[src/rtl/srw_pkg.sv]
package srw_pkg;
  typedef enum logic [1:0] {
    SH_LEFT  = 2'd0,
    SH_RIGHT = 2'd1,
    RT_LEFT  = 2'd2,
    RT_RIGHT = 2'd3
  } srw_op_e;

  typedef enum logic [1:0] {
    KIND_SHORT     = 2'd0,
    KIND_SHORT_IDX = 2'd1,
    KIND_LONG      = 2'd2,
    KIND_LONG_IDX  = 2'd3
  } srw_kind_e;
endpackage

[src/rtl/srw_core.sv]
module srw_core
  import srw_pkg::*;
#(
  parameter int DW = 8
) (
  input  logic          clk,
  input  logic          rst,
  input  srw_op_e       op,
  input  logic [DW-1:0] opnd,
  input  logic          cin,
  output logic [DW-1:0] res,
  output logic          cout
);
  // Carry is taken from the original operand bit; the result is formed separately.
  always_comb begin
    unique case (op)
      SH_LEFT: begin
        cout = opnd[DW-1];
        res  = {opnd[DW-2:0], 1'b0};
      end
      SH_RIGHT: begin
        cout = opnd[0];
        res  = {1'b0, opnd[DW-1:1]};
      end
      RT_LEFT: begin
        cout = opnd[DW-1];
        res  = {opnd[DW-2:0], cin};
      end
      default: begin
        cout = opnd[0];
        res  = {cin, opnd[DW-1:1]};
      end
    endcase
  end

  assert_left_fill_R1: assert property (@(posedge clk) disable iff (rst)
    (op == SH_LEFT) |-> (res[0] == 1'b0));

  assert_right_fill_R2: assert property (@(posedge clk) disable iff (rst)
    (op == SH_RIGHT) |-> (res[DW-1] == 1'b0));

  assert_rot_left_bits_R3: assert property (@(posedge clk) disable iff (rst)
    (op == RT_LEFT) |-> ($countones({res, cout}) == $countones({opnd, cin})));

  assert_rot_right_bits_R4: assert property (@(posedge clk) disable iff (rst)
    (op == RT_RIGHT) |-> ($countones({res, cout}) == $countones({opnd, cin})));
endmodule

[src/rtl/srw_seq.sv]
module srw_seq
  import srw_pkg::*;
#(
  parameter int DW       = 8,
  parameter int AW       = 16,
  parameter int CYC_S    = 5,
  parameter int CYC_SI   = 6,
  parameter int CYC_L    = 6,
  parameter int CYC_LI   = 7,
  parameter int RD_SLOT  = 2
) (
  input  logic          clk,
  input  logic          rst,
  input  logic          start,
  input  srw_op_e       op,
  input  logic          src_mem,
  input  srw_kind_e     kind,
  input  logic [DW-1:0] acc_in,
  input  logic          carry_in,
  input  logic [AW-1:0] addr_in,
  input  logic [DW-1:0] mem_rdata,
  // shifter interface
  output srw_op_e       c_op,
  output logic [DW-1:0] c_opnd,
  output logic          c_cin,
  input  logic [DW-1:0] c_res,
  input  logic          c_cout,
  // results
  output logic [AW-1:0] mem_addr,
  output logic [DW-1:0] mem_wdata,
  output logic          mem_we,
  output logic [DW-1:0] acc_out,
  output logic          carry_out,
  output logic          zero_out,
  output logic          neg_out,
  output logic          done
);
  localparam int CMAX = (CYC_S > CYC_SI ? CYC_S : CYC_SI) > (CYC_L > CYC_LI ? CYC_L : CYC_LI)
                      ? (CYC_S > CYC_SI ? CYC_S : CYC_SI) : (CYC_L > CYC_LI ? CYC_L : CYC_LI);
  localparam int CW   = $clog2(CMAX + 1);

  logic          busy;
  logic [CW-1:0] cnt;
  logic [CW-1:0] lim;
  srw_op_e       op_q;
  logic          cin_q;
  logic [DW-1:0] acc_q;
  logic [DW-1:0] byte_q;

  // Edge index (counted from the start edge) at which the write and done are issued.
  function automatic logic [CW-1:0] last_edge(srw_kind_e k);
    unique case (k)
      KIND_SHORT:     last_edge = CW'(CYC_S - 2);
      KIND_SHORT_IDX: last_edge = CW'(CYC_SI - 2);
      KIND_LONG:      last_edge = CW'(CYC_L - 2);
      default:        last_edge = CW'(CYC_LI - 2);
    endcase
  endfunction

  // Operand select: live accumulator when idle, fetched byte while busy.
  always_comb begin
    if (busy) begin
      c_op   = op_q;
      c_opnd = byte_q;
      c_cin  = cin_q;
    end else begin
      c_op   = op;
      c_opnd = acc_in;
      c_cin  = carry_in;
    end
  end

  always_ff @(posedge clk) begin
    if (rst) begin
      busy      <= 1'b0;
      cnt       <= '0;
      lim       <= '0;
      op_q      <= SH_LEFT;
      cin_q     <= 1'b0;
      acc_q     <= '0;
      byte_q    <= '0;
      mem_addr  <= '0;
      mem_wdata <= '0;
      mem_we    <= 1'b0;
      acc_out   <= '0;
      carry_out <= 1'b0;
      zero_out  <= 1'b0;
      neg_out   <= 1'b0;
      done      <= 1'b0;
    end else begin
      done   <= 1'b0;
      mem_we <= 1'b0;
      if (!busy) begin
        if (start) begin
          if (!src_mem) begin
            acc_out   <= c_res;
            carry_out <= c_cout;
            zero_out  <= (c_res == '0);
            neg_out   <= c_res[DW-1];
            done      <= 1'b1;
          end else begin
            busy     <= 1'b1;
            cnt      <= CW'(1);
            lim      <= last_edge(kind);
            mem_addr <= addr_in;
            op_q     <= op;
            cin_q    <= carry_in;
            acc_q    <= acc_in;
          end
        end
      end else begin
        cnt <= cnt + 1'b1;
        if (cnt == CW'(RD_SLOT)) begin
          byte_q <= mem_rdata;
        end
        if (cnt == lim) begin
          busy      <= 1'b0;
          mem_we    <= 1'b1;
          mem_wdata <= c_res;
          acc_out   <= acc_q;
          carry_out <= c_cout;
          zero_out  <= (c_res == '0);
          neg_out   <= c_res[DW-1];
          done      <= 1'b1;
        end
      end
    end
  end

  assert_acc_done_R6: assert property (@(posedge clk) disable iff (rst)
    (start && !src_mem && !busy) |=> (done && !mem_we));

  assert_we_single_R9: assert property (@(posedge clk) disable iff (rst)
    mem_we |=> !mem_we);

  assert_we_in_done_R9: assert property (@(posedge clk) disable iff (rst)
    mem_we |-> done);

  assert_zero_flag_R5: assert property (@(posedge clk) disable iff (rst)
    done |-> (zero_out == ((mem_we ? mem_wdata : acc_out) == '0)));

  assert_neg_flag_R5: assert property (@(posedge clk) disable iff (rst)
    done |-> (neg_out == (mem_we ? mem_wdata[DW-1] : acc_out[DW-1])));

  assert_addr_hold_R10: assert property (@(posedge clk) disable iff (rst)
    busy |=> $stable(mem_addr));
endmodule

[src/rtl/shift_rmw_unit.sv]
module shift_rmw_unit
  import srw_pkg::*;
#(
  parameter int DW     = 8,
  parameter int AW     = 16,
  parameter int CYC_S  = 5,
  parameter int CYC_SI = 6,
  parameter int CYC_L  = 6,
  parameter int CYC_LI = 7
) (
  input  logic          clk,
  input  logic          rst,
  input  logic          start,
  input  logic [1:0]    op,
  input  logic          src_mem,
  input  logic [1:0]    mem_kind,
  input  logic [DW-1:0] acc_in,
  input  logic          carry_in,
  input  logic [AW-1:0] addr_in,
  output logic [AW-1:0] mem_addr,
  input  logic [DW-1:0] mem_rdata,
  output logic [DW-1:0] mem_wdata,
  output logic          mem_we,
  output logic [DW-1:0] acc_out,
  output logic          carry_out,
  output logic          zero_out,
  output logic          neg_out,
  output logic          done
);
  srw_op_e       c_op;
  logic [DW-1:0] c_opnd;
  logic          c_cin;
  logic [DW-1:0] c_res;
  logic          c_cout;

  srw_seq #(
    .DW(DW), .AW(AW), .CYC_S(CYC_S), .CYC_SI(CYC_SI), .CYC_L(CYC_L), .CYC_LI(CYC_LI),
    .RD_SLOT(2)
  ) u_seq (
    .clk(clk), .rst(rst), .start(start), .op(srw_op_e'(op)), .src_mem(src_mem),
    .kind(srw_kind_e'(mem_kind)), .acc_in(acc_in), .carry_in(carry_in),
    .addr_in(addr_in), .mem_rdata(mem_rdata),
    .c_op(c_op), .c_opnd(c_opnd), .c_cin(c_cin), .c_res(c_res), .c_cout(c_cout),
    .mem_addr(mem_addr), .mem_wdata(mem_wdata), .mem_we(mem_we),
    .acc_out(acc_out), .carry_out(carry_out), .zero_out(zero_out),
    .neg_out(neg_out), .done(done)
  );

  srw_core #(.DW(DW)) u_core (
    .clk(clk), .rst(rst), .op(c_op), .opnd(c_opnd), .cin(c_cin),
    .res(c_res), .cout(c_cout)
  );
endmodule

[config.mk]
export PLATFORM = sky130hd
export DESIGN_NAME = shift_rmw_unit
export DESIGN_NICKNAME = d
export VERILOG_FILES = /design/src/rtl/srw_pkg.sv /design/src/rtl/srw_core.sv /design/src/rtl/srw_seq.sv /design/src/rtl/shift_rmw_unit.sv
export SDC_FILE = /design/constraint.sdc
export NUM_CORES = 1
export LEC_CHECK = 0
export BUFFER_PORTS_ARGS = -buffer_cell sky130_fd_sc_hd__buf_2
export CAP_MARGIN = 40
export CORE_MARGIN = 2
export CORE_UTILIZATION = 55
export CTS_CLUSTER_DIAMETER = 100
export DETAILED_ROUTE_END_ITERATION = 6
export PLACE_DENSITY = 0.9
export SETUP_SLACK_MARGIN = 0.1
export SLEW_MARGIN = 40
export SYNTH_ARGS = -nofsm -noshare
export SYNTH_HDL_FRONTEND = slang
export SYNTH_HIERARCHICAL = 1
export SYNTH_SLANG_ARGS = --single-unit
[constraint.sdc]
create_clock -name clk -period 4.3 [get_ports clk]
set_input_delay 0.43 -clock clk [delete_from_list [all_inputs] [get_ports clk]]
set_output_delay 0.43 -clock clk [all_outputs]
set_load 0.03 [all_outputs]
Word level (Yosys, flattened, before mapping)
Index checks and enable logic that the tools add are counted.

Output and inout bits: 37. Word-level logic and storage cells: 71. Bits in registers: 63. Bits of input ports: 41.

Reduce and logical (&&, ||, !) cells: 13. Eq/ne operators: 8. Add/sub/neg operators: 1. Bitwise operators: 1. Multiplexer cells: 33.

Operator list (number): $mux W8 (5); $pmux W8 S3 (1); $mux W1 (22); $mux W3 (3); $logic_not A8 Y1 (1); $pmux W3 S2 (1); $reduce_and A2 Y1 (3); $reduce_and A3 Y1 (2); $reduce_or A2 Y1 (3); $eq A2 B1 Y1 const B (2); $eq A2 B2 Y1 const B (2); $logic_not A2 Y1 (2); $reduce_bool A2 Y1 (2); $add A3 B1 Y3 const B (1); $eq A3 B2 Y1 const B (1); $eq A3 B3 Y1 (1); $mux W2 (1); $ne A2 B1 Y1 const B (1); $ne A2 B2 Y1 const B (1); $not A1 Y1 (1).

Depth between registers and ports, before layout
Word-level depth: 7. Depth in mapped cells: 10. Gate-level depth less buffers: 7.

Hierarchy
The synthesis kept the hierarchy.

Modules (own cells, without submodules): srw_seq (area an instance 2523.7 um^2, cells each 275, instances 1); srw_core (area an instance 138.9 um^2, cells each 14, instances 1).

Worst setup path before layout
OpenSTA, ideal clock, no wires.

Path kind: register -> register. Start point: register u_seq.busy. End point: register u_seq.zero_out. Slack: 1.839 ns. Required time: 4.235 ns. Arrival: 2.395 ns. Stages on the path, launching flop included: 10. Path through: dfxtp_1 > buf_4 > clkbuf_1 > mux2_2 > buf_6 > mux2_4 > or4_1 > nor3_1 > mux2i_1 > nor2_1.

Cells in the longest elaborated chain, start to end: 7. Elaborated cells between the ends (all ways): 16. Classes of those cells: 4 x eq/ne; 8 x mux; 4 x reduce/logical.

RTL lines: start: declaration (line srw_seq.sv:42) `logic busy;`; start signal: assignment (line srw_seq.sv:75) `busy <= 1'b0;`; start signal: assignment (line srw_seq.sv:102) `busy <= 1'b1;`; start signal: assignment (line srw_seq.sv:117) `busy <= 1'b0;`; $mux W2 * (line srw_seq.sv:62) `if (busy) begin`; named net c_op[0] (line shift_rmw_unit.sv:30) `srw_op_e c_op;`; $eq A2 B2 Y1, or another cell as far along (line srw_core.sv:16) `unique case (op)`; $pmux W8 S3 * (line srw_core.sv:16); named net c_res[2] (line shift_rmw_unit.sv:33) `logic [DW-1:0] c_res;`; $logic_not A8 Y1 * (line srw_seq.sv:98, srw_seq.sv:122); $mux W1 (line srw_seq.sv:95) `if (!src_mem) begin`; $mux W1 (line srw_seq.sv:94) `if (start) begin`; $mux W1 * (line srw_seq.sv:93) `if (!busy) begin`; end signal: assignment (line srw_seq.sv:98) `zero_out <= (c_res == '0);`; end signal: assignment (line srw_seq.sv:122) `zero_out <= (c_res == '0);`; end: declaration (line srw_seq.sv:34) `output logic zero_out,`.

Mark *: on every way through the listed nets, which the timed path passes. The rest lies on a longest branch. The select of a mux whose other input is x is not followed. A chain may end at the register's enable or synchronous reset.

Worst setup path in the final report
Ends and elaborated chain as after synthesis.

==> results_dict.tcl <==
set metrics [dict create \
    cpLargestDelayFamily "multiplexers" \
    powerDensity_mw_per_mm2 396 \
    reg2reg_depth 7 \
    crit_buf_inv 1 \
    slew_headroom_pct 58.1 \
    port_buffers 77 \
    drc 0 \
    final_max_slew_viol_count 0 \
    leakagePower_nw 1.46 \
    syn_nets 334 \
    cap_viol_max_count 0 \
    syn_avg_cell_area_um2 9.21 \
    viasPerCell 5.43 \
    drt_pass1_iterations 4 \
    startpoint_type "flop" \
    synth_seq_cells 63 \
    crit_slowest_cell "or4_1" \
    vias 2252 \
    synth.cell_area_mm2 0.00266 \
    timing.rr.start "u_seq/busy" \
    syn2layout_area_growth_pct 20.3 \
    cts_resized 0 \
    fin_crit_sh_pct 60.2 \
    cts_hold_buf 0 \
    cp_slowest_stage_delay_ns 0.51 \
    nets 407 \
    syn_inst 289 \
    hold_ws_ns 0.319 \
    clock_skew_ns 0.00501 \
    die_y_um 73.6 \
    holdPathEnd "u_seq/byte_q[5]" \
    clk_pin_slew_ns 0.06 \
    cts.path.max_buffers 2 \
    worst_r2r_endpoint "u_seq/zero_out" \
    n_antenna_cell 0 \
    cts_max_level 3 \
    dp_cells 405 \
    min_period_ns 2.59 \
    whs_path_depth 3 \
    clk_latency_ns 0.34 \
    worstPathRequired_ns 4.57 \
    grt_max_degree 64 \
    die_area_mm2 0.00541 \
    fmax_mhz 386 \
    critPathKind "reg2reg" \
    grt_setup_unrepaired "no" \
    final_cell_mix "76 x buf_2, 63 x dfxtp_1, 60 x nand2_1" \
    overflow 0 \
    critPathArrivalTime_ns 2.86 \
    setup_violations 0 \
    synth_cell_type_count 28 \
    core_mm2 0.00469 \
    grt_pass1_wl_mm 9.54 \
    status "finished clean" \
    rrSetupSlack_ns 1.71 \
    grt_pass1_vias 2147 \
    grt.total_usage_pct 23.7 \
    post-cts-setup-buffers 0 \
    vdd_drop_max_v 0.000279 \
    ant_nets 0 \
    cts_sinks 63 \
    final_common_cell "buf_2" \
    tritoncts "yes" \
    worst_pin_slew_ns 0.626 \
    yosysWarnings 6 \
    hold_class "in2reg" \
    antenna_found_initial 0 \
    cts_root_buffer "clkbuf_8" \
    finalNonFillerCells 415 \
    boundaryPins 78 \
    dp_hpwl_mm 4.42 \
    die_w_um 73.6 \
    cp-end-kind "flop" \
    first_iter_violations 207 \
    finalWirelength_mm 6.20 \
    hold_start "mem_rdata[5]" \
    start_util_pct 56.7 \
    synth-seq-area-share_pct 47.4 \
    fin_tns_setup_ns 0 \
    cts_buffers 9 \
    hold_viol_final 0 \
    crit_chain "buf_4 > mux2_2 > mux2_4 > or4_1 > nor3_1 > mux2i_1 > nor2_1" \
    drive_gt1_share_pct 32.1 \
    critPathMaxFanout 19 \
    gp_congestion 0.939 \
    row_count 25 \
    avgRoutedWirePerCell_um 14.9 \
]
routing by layer:
layer	wire length [um]	up-vias	part of all wire, %	GRT usage, %
met5	0	-	0	0
met4	212	0	3.4	14.1
met3	301	18	4.9	7.00
met2	3150	68	51	38.6
met1	2540	1047	41	27.4
li1	-	1119	-	-
report_power, final:
part	internal, mW	total (mW)	switching, mW
combinational	0.0962	0.250	0.154
clock	0.190	0.385	0.195
sequential	0.616	0.635	0.0184
total	0.902	1.27	0.367
worst max path at each step:
stage / start / to / slack (ns) / cells past startpoint
2_1_floorplan: u_seq/busy / u_seq/zero_out / 1.84 / 9
3_3_place_gp: u_seq/busy / u_seq/zero_out / 1.78 / 7
3_5_place_dp: u_seq/busy / u_seq/zero_out / 1.75 / 7
4_1_cts: u_seq/busy / u_seq/zero_out / 1.73 / 7
5_1_grt: u_seq/busy / u_seq/zero_out / 1.57 / 7
6_report: u_seq/busy / u_seq/zero_out / 1.71 / 7
cells in the mapped netlist:
cell type | number | area share (%)
o41ai_4 | 1 | 1.0
a211oi_2 | 2 | 0.94
ha_1 | 4 | 1.9
a21oi_1 | 30 | 5.6
xor2_1 | 4 | 1.3
or3b_2 | 1 | 0.33
nand3b_1 | 1 | 0.28
mux2i_1 | 27 | 10
buf_2 | 1 | 0.19
buf_4 | 1 | 0.28
or4_1 | 2 | 0.56
nand3_1 | 3 | 0.56
clkbuf_1 | 15 | 2.1
nor4_1 | 1 | 0.24
or3_1 | 1 | 0.24
nand2_1 | 60 | 8.5
buf_6 | 2 | 0.85
dfxtp_1 | 63 | 47
inv_2 | 1 | 0.14
inv_1 | 4 | 0.56
nor3_1 | 2 | 0.38
a211oi_1 | 10 | 2.8
nor2_1 | 31 | 4.4
o21ai_0 | 2 | 0.38
mux2_4 | 6 | 3.4
and3_1 | 1 | 0.24
nand2b_1 | 1 | 0.24
mux2_2 | 12 | 5.1
logic make-up (layout without fill, tap and decap cells):
kind of cell    Yosys count  after routing  synth area share (%)
compound gates           45             45                  10.8
xor+xnor                  4              4                  1.32
fa+ha+maj                 4              4                  1.88
buf+inv                  24             96                  4.13
flops                    63             63                  47.4
mux                      45             45                  18.6
simple gates            104            104                  15.9
worst min-delay path: stages:
cell and delay (ns):
buf_2 0.07, mux2i_1 0.05, nor2_1 0.07
per-stage QoR:
stage	area, um2	util, %	worst slack, ns	power, mW
global placement	3060	65.1	1.78	0.883
global route	3200	68.2	1.57	1.32
floorplan	2660	-	1.84	0.823
CTS	3200	68.2	1.73	1.28
finish	3200	68.2	1.71	1.27
detailed placement	3070	65.5	1.75	0.895
layout make-up:
class                           count  area (um2)
Clock buffer                       10         128
Inverter                            5        18.8
Fill cell                         397        1490
Sequential cell                    63        1260
Tap cell                           54        67.6
Timing Repair Buffer               81         422
Multi-Input combinational cell    202        1310
sequential cells by signal, summed over array words and instances (netlist names):
signal           flops
u_seq/neg_out        1
u_seq/zero_out       1
u_seq/carry_out      1
u_seq/acc_out        8
u_seq/mem_addr      16
u_seq/done           1
u_seq/op_q           2
u_seq/cnt            3
u_seq/mem_we         1
u_seq/mem_wdata      8
u_seq/byte_q         8
u_seq/busy           1
u_seq/lim            3
u_seq/acc_q          8
u_seq/cin_q          1
Note: power is estimated with default switching activity, not from simulation.
